==> src/rtl/pws_pkg.sv <==
package pws_pkg;
  localparam int WORD_W      = 14;
  localparam int SLOT_BITS   = 16;
  localparam int LEAD_GUARD  = 1;
  localparam int BITS_PER_CK = 2;
  localparam int LONG_CKS    = 3;
  localparam int SHORT_CKS   = 2;
  localparam int POS_W       = $clog2(SLOT_BITS);
  localparam int LONG_BITS   = LONG_CKS * BITS_PER_CK;
  localparam int SHORT_BITS  = SHORT_CKS * BITS_PER_CK;
  localparam logic [POS_W-1:0] POS_LAST  = POS_W'(SLOT_BITS - 1);
  localparam logic [POS_W-1:0] POS_FIRST = POS_W'(LEAD_GUARD);
  localparam logic [POS_W-1:0] POS_DEND  = POS_W'(LEAD_GUARD + WORD_W);
  localparam logic [POS_W-1:0] POS_LONG  = POS_W'(LEAD_GUARD + LONG_BITS);
  localparam logic [POS_W-1:0] POS_SHORT = POS_W'(LEAD_GUARD + SHORT_BITS);
endpackage

==> src/rtl/pws_hold.sv <==
module pws_hold
  import pws_pkg::*;
(
  input  logic              clk,
  input  logic              rst_n,
  input  logic              in_valid,
  output logic              in_ready,
  input  logic [WORD_W-1:0] in_word,
  input  logic              take,
  output logic              full,
  output logic [WORD_W-1:0] word
);
  logic accept;
  assign in_ready = !full;
  assign accept   = in_valid && in_ready;

  always_ff @(posedge clk) begin
    if (!rst_n) begin
      full <= 1'b0;
      word <= '0;
    end else begin
      if (accept) begin
        full <= 1'b1;
        word <= in_word;
      end else if (take) begin
        full <= 1'b0;
      end
    end
  end

  AST_HOLD_STABLE: assert property (@(posedge clk) disable iff (!rst_n)
    full && !take |=> full && $stable(word));
  AST_NO_TAKE_EMPTY: assert property (@(posedge clk) disable iff (!rst_n)
    take |-> full);
endmodule

==> src/rtl/pws_slot.sv <==
module pws_slot
  import pws_pkg::*;
(
  input  logic             clk,
  input  logic             rst_n,
  input  logic             bit_en,
  input  logic             pending,
  input  logic             mode_cds,
  output logic             load,
  output logic             active,
  output logic [POS_W-1:0] pos,
  output logic             tag_short,
  output logic             fclk
);
  logic parity_odd;
  logic boundary;

  assign boundary = !active || (pos == POS_LAST);
  assign load     = bit_en && boundary && pending;

  always_ff @(posedge clk) begin
    if (!rst_n) begin
      active     <= 1'b0;
      pos        <= '0;
      tag_short  <= 1'b0;
      parity_odd <= 1'b0;
      fclk       <= 1'b0;
    end else if (bit_en) begin
      fclk <= ~fclk;
      if (boundary) begin
        active <= pending;
        pos    <= '0;
        if (pending) begin
          tag_short <= mode_cds && !parity_odd;
          if (mode_cds) parity_odd <= ~parity_odd;
        end
      end else begin
        pos <= pos + 1'b1;
      end
    end
  end

  AST_FCLK_TOGGLE: assert property (@(posedge clk) disable iff (!rst_n)
    bit_en |=> fclk != $past(fclk));
  AST_FCLK_HOLD: assert property (@(posedge clk) disable iff (!rst_n)
    !bit_en |=> $stable(fclk));
  AST_POS_STEP: assert property (@(posedge clk) disable iff (!rst_n)
    active && bit_en && pos != POS_LAST |=> active && pos == $past(pos) + 1'b1);
  AST_IDLE_NO_PENDING: assert property (@(posedge clk) disable iff (!rst_n)
    bit_en && pos == POS_LAST && !pending |=> !active);
endmodule

==> src/rtl/pws_format.sv <==
module pws_format
  import pws_pkg::*;
(
  input  logic              clk,
  input  logic              rst_n,
  input  logic              load,
  input  logic [WORD_W-1:0] word_in,
  input  logic              active,
  input  logic [POS_W-1:0]  pos,
  input  logic              tag_short,
  output logic              ser_bit,
  output logic              frame_out
);
  logic [WORD_W-1:0] word_q;
  logic [POS_W-1:0]  frame_end;
  logic              in_data;
  logic [POS_W-1:0]  idx;

  always_ff @(posedge clk) begin
    if (!rst_n)    word_q <= '0;
    else if (load) word_q <= word_in;
  end

  assign in_data   = active && (pos >= POS_FIRST) && (pos < POS_DEND);
  assign idx       = POS_DEND - 1'b1 - pos;
  assign ser_bit   = in_data ? word_q[idx] : 1'b0;
  assign frame_end = tag_short ? POS_SHORT : POS_LONG;
  assign frame_out = active && (pos >= POS_FIRST) && (pos < frame_end);

  AST_GUARD_LOW: assert property (@(posedge clk) disable iff (!rst_n)
    active && (pos == '0 || pos == POS_LAST) |-> !ser_bit);
  AST_FRAME_START: assert property (@(posedge clk) disable iff (!rst_n)
    $rose(frame_out) |-> active && pos == POS_FIRST);
  AST_FRAME_FALL: assert property (@(posedge clk) disable iff (!rst_n)
    $fell(frame_out) && active |-> pos == POS_SHORT || pos == POS_LONG);
  AST_IDLE_QUIET: assert property (@(posedge clk) disable iff (!rst_n)
    !active |-> !ser_bit && !frame_out);
endmodule

==> src/rtl/pixel_word_serializer.sv <==
module pixel_word_serializer
  import pws_pkg::*;
(
  input  logic              clk,
  input  logic              rst_n,
  input  logic              bit_en,
  input  logic              in_valid,
  output logic              in_ready,
  input  logic [WORD_W-1:0] in_word,
  input  logic              mode_cds,
  output logic              ser_bit,
  output logic              frame_out,
  output logic              fclk_out
);
  logic              hold_full;
  logic [WORD_W-1:0] hold_word;
  logic              load;
  logic              active;
  logic [POS_W-1:0]  pos;
  logic              tag_short;

  pws_hold u_hold (
    .clk(clk), .rst_n(rst_n), .in_valid(in_valid), .in_ready(in_ready),
    .in_word(in_word), .take(load), .full(hold_full), .word(hold_word)
  );

  pws_slot u_slot (
    .clk(clk), .rst_n(rst_n), .bit_en(bit_en), .pending(hold_full),
    .mode_cds(mode_cds), .load(load), .active(active), .pos(pos),
    .tag_short(tag_short), .fclk(fclk_out)
  );

  pws_format u_fmt (
    .clk(clk), .rst_n(rst_n), .load(load), .word_in(hold_word),
    .active(active), .pos(pos), .tag_short(tag_short),
    .ser_bit(ser_bit), .frame_out(frame_out)
  );

  AST_RESET_QUIET: assert property (@(posedge clk)
    !rst_n |=> !ser_bit && !frame_out && !fclk_out && in_ready);
endmodule

==> config.mk <==
export PLATFORM = sky130hd
export DESIGN_NAME = pixel_word_serializer
export DESIGN_NICKNAME = d
export VERILOG_FILES = /design/src/rtl/pws_pkg.sv /design/src/rtl/pws_hold.sv /design/src/rtl/pws_slot.sv /design/src/rtl/pws_format.sv /design/src/rtl/pixel_word_serializer.sv
export SDC_FILE = /design/constraint.sdc
export NUM_CORES = 1
export LEC_CHECK = 0
export BUFFER_PORTS_ARGS = -buffer_cell sky130_fd_sc_hd__buf_2
export CORE_MARGIN = 5
export CORE_UTILIZATION = 61
export CTS_CLUSTER_DIAMETER = 150
export CTS_CLUSTER_SIZE = 12
export DETAILED_ROUTE_END_ITERATION = 8
export PLACE_DENSITY_LB_ADDON = 0.05
export SLEW_MARGIN = 10
export SYNTH_ARGS = -nofsm -noshare
export SYNTH_HDL_FRONTEND = slang
export SYNTH_HIERARCHICAL = 1
export SYNTH_SLANG_ARGS = --single-unit
==> constraint.sdc <==
create_clock -name clk -period 4.34 [get_ports clk]
set_clock_uncertainty 0.1 [all_clocks]
set_input_delay 0.868 -clock clk [delete_from_list [all_inputs] [get_ports clk]]
set_output_delay 0.868 -clock clk [all_outputs]
set_load 0.05 [all_outputs]
==> results of run 1 <==
## power by group through the flow
stage	Sequential (uW)	Combinational [uW]	Clock, uW
floorplan	372	52.5	0
global placement	372	62.6	0
detailed placement	373	65.6	0
CTS	365	66.2	184
global route	368	73.2	206
finish	365	65.8	180
## cell families after synthesis
group | after synthesis | synth area share [%]
simple gates | 67 | 19.1
flops | 37 | 41.3
mux | 36 | 21.7
compound gates | 16 | 6.15
buf+inv | 16 | 5.66
fa+ha+maj | 6 | 4.19
xor+xnor | 3 | 1.89
## registers in the layout, indices dropped and copies added (netlist names)
name	flops
u_hold/word	14
u_slot/tag_short	1
u_slot/active	1
u_slot/pos	4
u_hold/full	1
u_slot/parity_odd	1
u_slot/fclk	1
u_fmt/word_q	14
## critical path, stage by stage (launching register included)
cell	delay, ps
dfxtp_1	650
ha_1	290
xor2_2	280
mux2_2	380
a32oi_1	260
a211oi_2	100
buf_2	230
## cell usage after synthesis, drive strengths merged, types with 3 or more instances
master	number	area (um2)
nor2	3	11.3
a21oi	6	30.0
ha	6	75.1
nand3	4	25.0
mux2i	31	310
buf	6	53.8
mux2	3	33.8
nor2b	16	103
inv	6	22.5
clkbuf	4	25.0
dfxtp	37	741
nand4b	3	26.3
nand2	34	128
## stage by stage
| stage | instances | instance area (um2) | worst slack (ps) |
|---|---|---|---|
| after global routing | 231 | 1920 | 678 |
| after detailed placement | 224 | 1860 | 1230 |
| after global placement | 224 | 1860 | 1380 |
| final | 231 | 1920 | 849 |
| after floorplan | 181 | 1790 | 1210 |
| after CTS | 231 | 1920 | 842 |
## per-layer routing
layer  routed length (um)  global-route usage, %
met1                 1590                   23.3
met2                 1460                   26.8
met3                  166                   5.43
met4                   29                   7.12
met5                    0                      0
## final timing paths
check / end / depth (start not counted)
worst max-delay path: ser_bit / 6
worst min register to register: u_hold/word[8] / 2
worst max register to register: u_fmt/word_q[8] / 6
worst min-delay path: u_hold/word[8] / 2
## final cells by class
class / instances / area share (%)
clock buffer: 7 / 2.87
inverter: 6 / 1.17
multi-input combinational: 128 / 49.5
sequential: 37 / 38.6
tap: 31 / 2.02
timing repair buffer: 22 / 5.74
==> results.yml, run 1 <==
critical_path:
  r2r-start: "u_slot/pos[0]"
  cp-startpoint: "u_slot/pos[0]"
  cp_data_required_time_ps: 3370
  critPathKind: "reg2out"
  reg2reg_slack_ps: 1920
  worstPathArrival_ps: 2520
  crit_path_start_kind: "register"
  cp-end-kind: "output port"
  critPathMaxFanout: 14
floorplan:
  io_pins: 23
  std_cell_rows: 19
  core-area_mm2: 0.00278
  die_h_um: 64.2
  fp.dieW_um: 64.2
  initial_utilization_pct: 64.4
  die-area_mm2: 0.00412
worst_hold_path:
  holdCritPathClass: "reg2reg"
  hp-start: "u_hold/word[8]"
global_routing:
  grt_max_degree: 47
  grt_overflow: 0
  grt_pass1_vias: 1260
  grt_pass1_wl_um: 5800
  antenna_found_initial: 0
  grt_use_total_pct: 17.6
timing:
  fin_crit_ps: 3490
  finalHoldViolations: 0
  whs_ps: 370
  post-route-period-util_pct: 80.4
  maxSlewViolCount: 0
  rsz0062_at_grt: "false"
  worstMarginPinSlew_ps: 875
  max_freq_mhz: 286
  tns_ps: 0
  setup_viol_count_final: 0
  slew_headroom_pct: 41.4
synthesis:
  synth_cells: 181
  synth_async_sr_flop_share_pct: 0
  synth_area_mm2: 0.00179
  ys_ff_latch: 37
  synth_edf_count: 0
  synth_cell_type_count: 38
  synth_area_per_cell_um2: 9.90
  synth-warning-count: 6
  ys_seq_area_share_pct: 41.3
  ys.flop_type: "dfxtp_1"
  syn_nets: 206
power:
  ir_worst_vdd_mv: 0.293
  p_seq_share_pct: 59.8
  clkPwrFrac_pct: 29.4
  p_switching_uw: 151
  leakagePower_uw: 0.000782
  power_uw: 611
  intPower_uw: 460
  power_frac_comb_pct: 10.8
  switching_share_pct: 24.7
  power_per_cell_area_mw_per_mm2: 319
detailed_routing:
  ant_nets: 0
  vias: 1279
  wl_per_cell_um: 14.0
  drtPass1Iterations: 4
  avgViaCountPerCell: 5.54
  drt_iter0_drc: 64
  routed_wl_um: 3240
  drc: 0
finish:
  post-route-util_pct: 68.9
  regArea_um2: 741
  layout_commonest_cell: "dfxtp_1"
  multi_input_area_um2: 950
  nets: 225
  antenna_cells: 0
  final_cell_mix: "37 x dfxtp_1, 34 x nand2_1, 31 x mux2i_1, 22 x buf_2, 15 x nor2b_1"
  syn2layout_area_growth_pct: 6.98
  drive_gt1_share_pct: 18.0
  fillerInstances: 227
placed_design:
  dp_hpwl_um: 2370
  gp_congestion: 0.800
  port_buffers: 22
status:
  status: "finished clean"
clock_tree:
  cts_buffers: 5
  cts_num_sinks: 37
  postCtsSetupBuffers: 0
  cts_root_buffer: "clkbuf_4"
  cts.path.max_buffers: 2
  cts_resized: 0
  h-tree-depth: 2
  cts_tree: "built"
  clkTransAtPathRegs_ps: 100
  cts_hold_buf: 0
  clk_latency_ps: 330
flow_run:
  maxCapViolCount: 0
Power figures use the tool's default switching activity.
==> run 2, diff against run 1 <==
ABC_AREA = 1   (was not set)
CORE_UTILIZATION = 57   (was 61)
clock period = 3.5 ns   (was 4.34 ns; I/O delays follow)
==> results.yml, run 2 <==
status:
  status: "finished clean"
synthesis:
  yosysTopAreaCell: "dfxtp_1"
  synth_fa_ha_area_share_pct: 4.03
  synth-warning-count: 6
  yosys.area_share.xor_xnor_pct: 0.940
  synth_area_per_cell_um2: 6.96
  synth_top_family_by_area: "simple AND/OR/NAND/NOR gates"
  ys_top_cells_by_area: "dfxtp_1 40%, nor2_1 13%, nand2_1 10%"
  syn_nets: 293
  ys_seq_area_share_pct: 39.7
  ys.flop_type: "dfxtp_1"
  synth_async_sr_flop_share_pct: 0
  yosysMostFrequentCell: "nor2_1"
  synth_common_cells: "64 x nor2_1, 51 x nand2_1, 37 x dfxtp_1"
  yosys.area.top_type_share_pct: 39.7
  synth_edf_count: 0
  synth_area_mm2: 0.00186
  ys_ff_latch: 37
  synth_cell_type_count: 28
  synth-simple-area-share_pct: 37.4
  synthMuxAreaShare_pct: 0
  synth_cells: 268
  synth_compound_area_share_pct: 7.05
critical_path:
  worstReg2RegEnd: "u_fmt/word_q[2]"
  cp_data_required_time_ps: 2700
  critPathKind: "reg2out"
  cp_cell_sequence: "inv_2 > ha_1 > inv_1 > nand3_1 > nand3_1 > nand3_1 > nand2_1 > nor2_1 > buf_2"
  cp-end-kind: "output port"
  r2r-start: "u_slot/pos[0]"
  worstPathArrival_ps: 2330
  max_stage_delay_ps: 720
  critPathMaxFanout: 18
  reg2reg_slack_ps: 1290
  reg2reg_depth: 9
  slowest_stage: "dfxtp_1"
  path_common_cell: "nand3_1"
  crit_path_start_kind: "register"
clock_tree:
  cts_hold_buf: 0
  cts_resized: 0
  cts_num_sinks: 37
  cts_root_buffer: "clkbuf_4"
  h-tree-depth: 2
  cts.path.max_buffers: 2
  postCtsSetupBuffers: 0
  cts_tree: "built"
  clk_latency_ps: 340
  cts_buffers: 5
  clkTransAtPathRegs_ps: 100
power:
  power_uw: 802
  power_per_cell_area_mw_per_mm2: 398
  leakagePower_uw: 0.00101
  ir_worst_vdd_mv: 0.262
detailed_routing:
  wl_per_cell_um: 10.1
  ant_nets: 0
  drc: 0
  routed_wl_um: 3360
  avgViaCountPerCell: 4.66
  drt_iter0_drc: 113
  drtPass1Iterations: 4
  vias: 1547
finish:
  regArea_um2: 741
  layout_commonest_cell: "nor2_1"
  fillerInstances: 321
  largest_registers: "u_fmt/word_q (14), u_hold/word (14), u_slot/pos (4)"
  drive_gt1_share_pct: 18.1
  syn2layout_area_growth_pct: 8.05
  multi_input_area_um2: 922
  final_cell_mix: "64 x nor2_1, 51 x nand2_1, 37 x dfxtp_1, 26 x inv_1, 25 x nand3_1"
  fin_cells: 332
  antenna_cells: 0
  nets: 313
global_routing:
  grt_pass1_wl_um: 6030
  grt_overflow: 0
  grt_use_total_pct: 17.6
  grt_max_degree: 32
  antenna_found_initial: 0
  grt_pass1_vias: 1383
timing:
  maxSlewViolCount: 0
  worstMarginPinSlew_ps: 602
  tns_ps: 0
  max_freq_mhz: 319
  finalHoldViolations: 0
  slew_headroom_pct: 59.8
  fin_crit_ps: 3130
  post-route-period-util_pct: 89.5
  rsz0062_at_grt: "false"
  setup_viol_count_final: 0
floorplan:
  die_h_um: 67.2
  initial_utilization_pct: 60.1
  die-area_mm2: 0.00451
  fp.dieW_um: 67.2
  core-area_mm2: 0.00310
  io_pins: 23
  std_cell_rows: 20
worst_hold_path:
  holdCritPathClass: "reg2reg"
  min_to: "u_fmt/word_q[0]"
  hp-start: "u_hold/word[0]"
  hold_depth: 2
placed_design:
  gp_congestion: 0.806
  dp_cells: 325
  dp_hpwl_um: 2420
  port_buffers: 22
flow_run:
  maxCapViolCount: 0
[run 2: changes by cell type in the layout (fill, tap and decap cells not counted), sizes merged, moves of 3 or more]
cell	before	now
nand4b	3	0
mux2i	31	0
o21ai	2	15
nand3	4	28
nor2	3	68
nor2b	16	0
mux2	3	0
inv	6	32
nand2	34	57
[run 2: layout make-up]
class / instances / area share [%]
clock buffers: 7 / 2.73
inverters: 33 / 6.15
multi-input cells: 188 / 45.8
flip-flops and latches: 37 / 36.8
well taps: 44 / 2.73
repair buffers: 23 / 5.84
[run 2: power breakdown]
part           switching (uW)  leakage (uW)  internal, uW
clock network             126     0.0000314          94.8
logic                    71.2      0.000672          41.6
registers                18.5      0.000304           450
[run 2: stage by stage]
step | hold slack, ps | setup slack, ps | cell area (um2) | util [%]
floorplan | 351 | 807 | 1860 | -
global placement | 366 | 836 | 1960 | 63.1
detailed placement | 369 | 731 | 1960 | 63.1
CTS | 394 | 328 | 2010 | 64.9
global route | 418 | 117 | 2010 | 64.9
finish | 390 | 367 | 2010 | 64.9
[run 2: kinds of logic (layout without fill, tap and decap cells)]
kind of cell,Yosys count,after routing
AND/OR/NAND/NOR,157,157
XOR/XNOR,2,2
buffers and inverters,43,63
AO/OA/AOI/OAI,23,23
flip-flops,37,37
adder cells (fa/ha/maj),6,6
[run 2: worst max path at each step]
| stage | start | to | slack, ps | cells after the start |
|---|---|---|---|---|
| detailed placement | u_slot/pos[0] | ser_bit | 730 | 9 |
| global route | u_slot/pos[0] | ser_bit | 120 | 9 |
| CTS | u_slot/pos[0] | ser_bit | 330 | 9 |
| floorplan | u_slot/pos[0] | ser_bit | 810 | 8 |
| finish | u_slot/pos[0] | ser_bit | 370 | 9 |
| global placement | u_slot/pos[0] | ser_bit | 840 | 9 |
[run 2: per-layer routing]
layer  part of all wire [%]  up-vias  track usage, %  wire [um]
li1                       -      869               -          -
met1                     52      643            24.2       1760
met2                     41       30            25.0       1360
met3                    4.8        5            4.49        160
met4                    2.4        0            9.11         79
met5                      0        -               0          0
[run 2: worst max-delay path, delay by kind of cell, from the launching register on]
kind / cells / cell delay, ps
buf+inv: 3 / 530
flops: 1 / 720
simple gates: 5 / 350
fa+ha+maj: 1 / 400
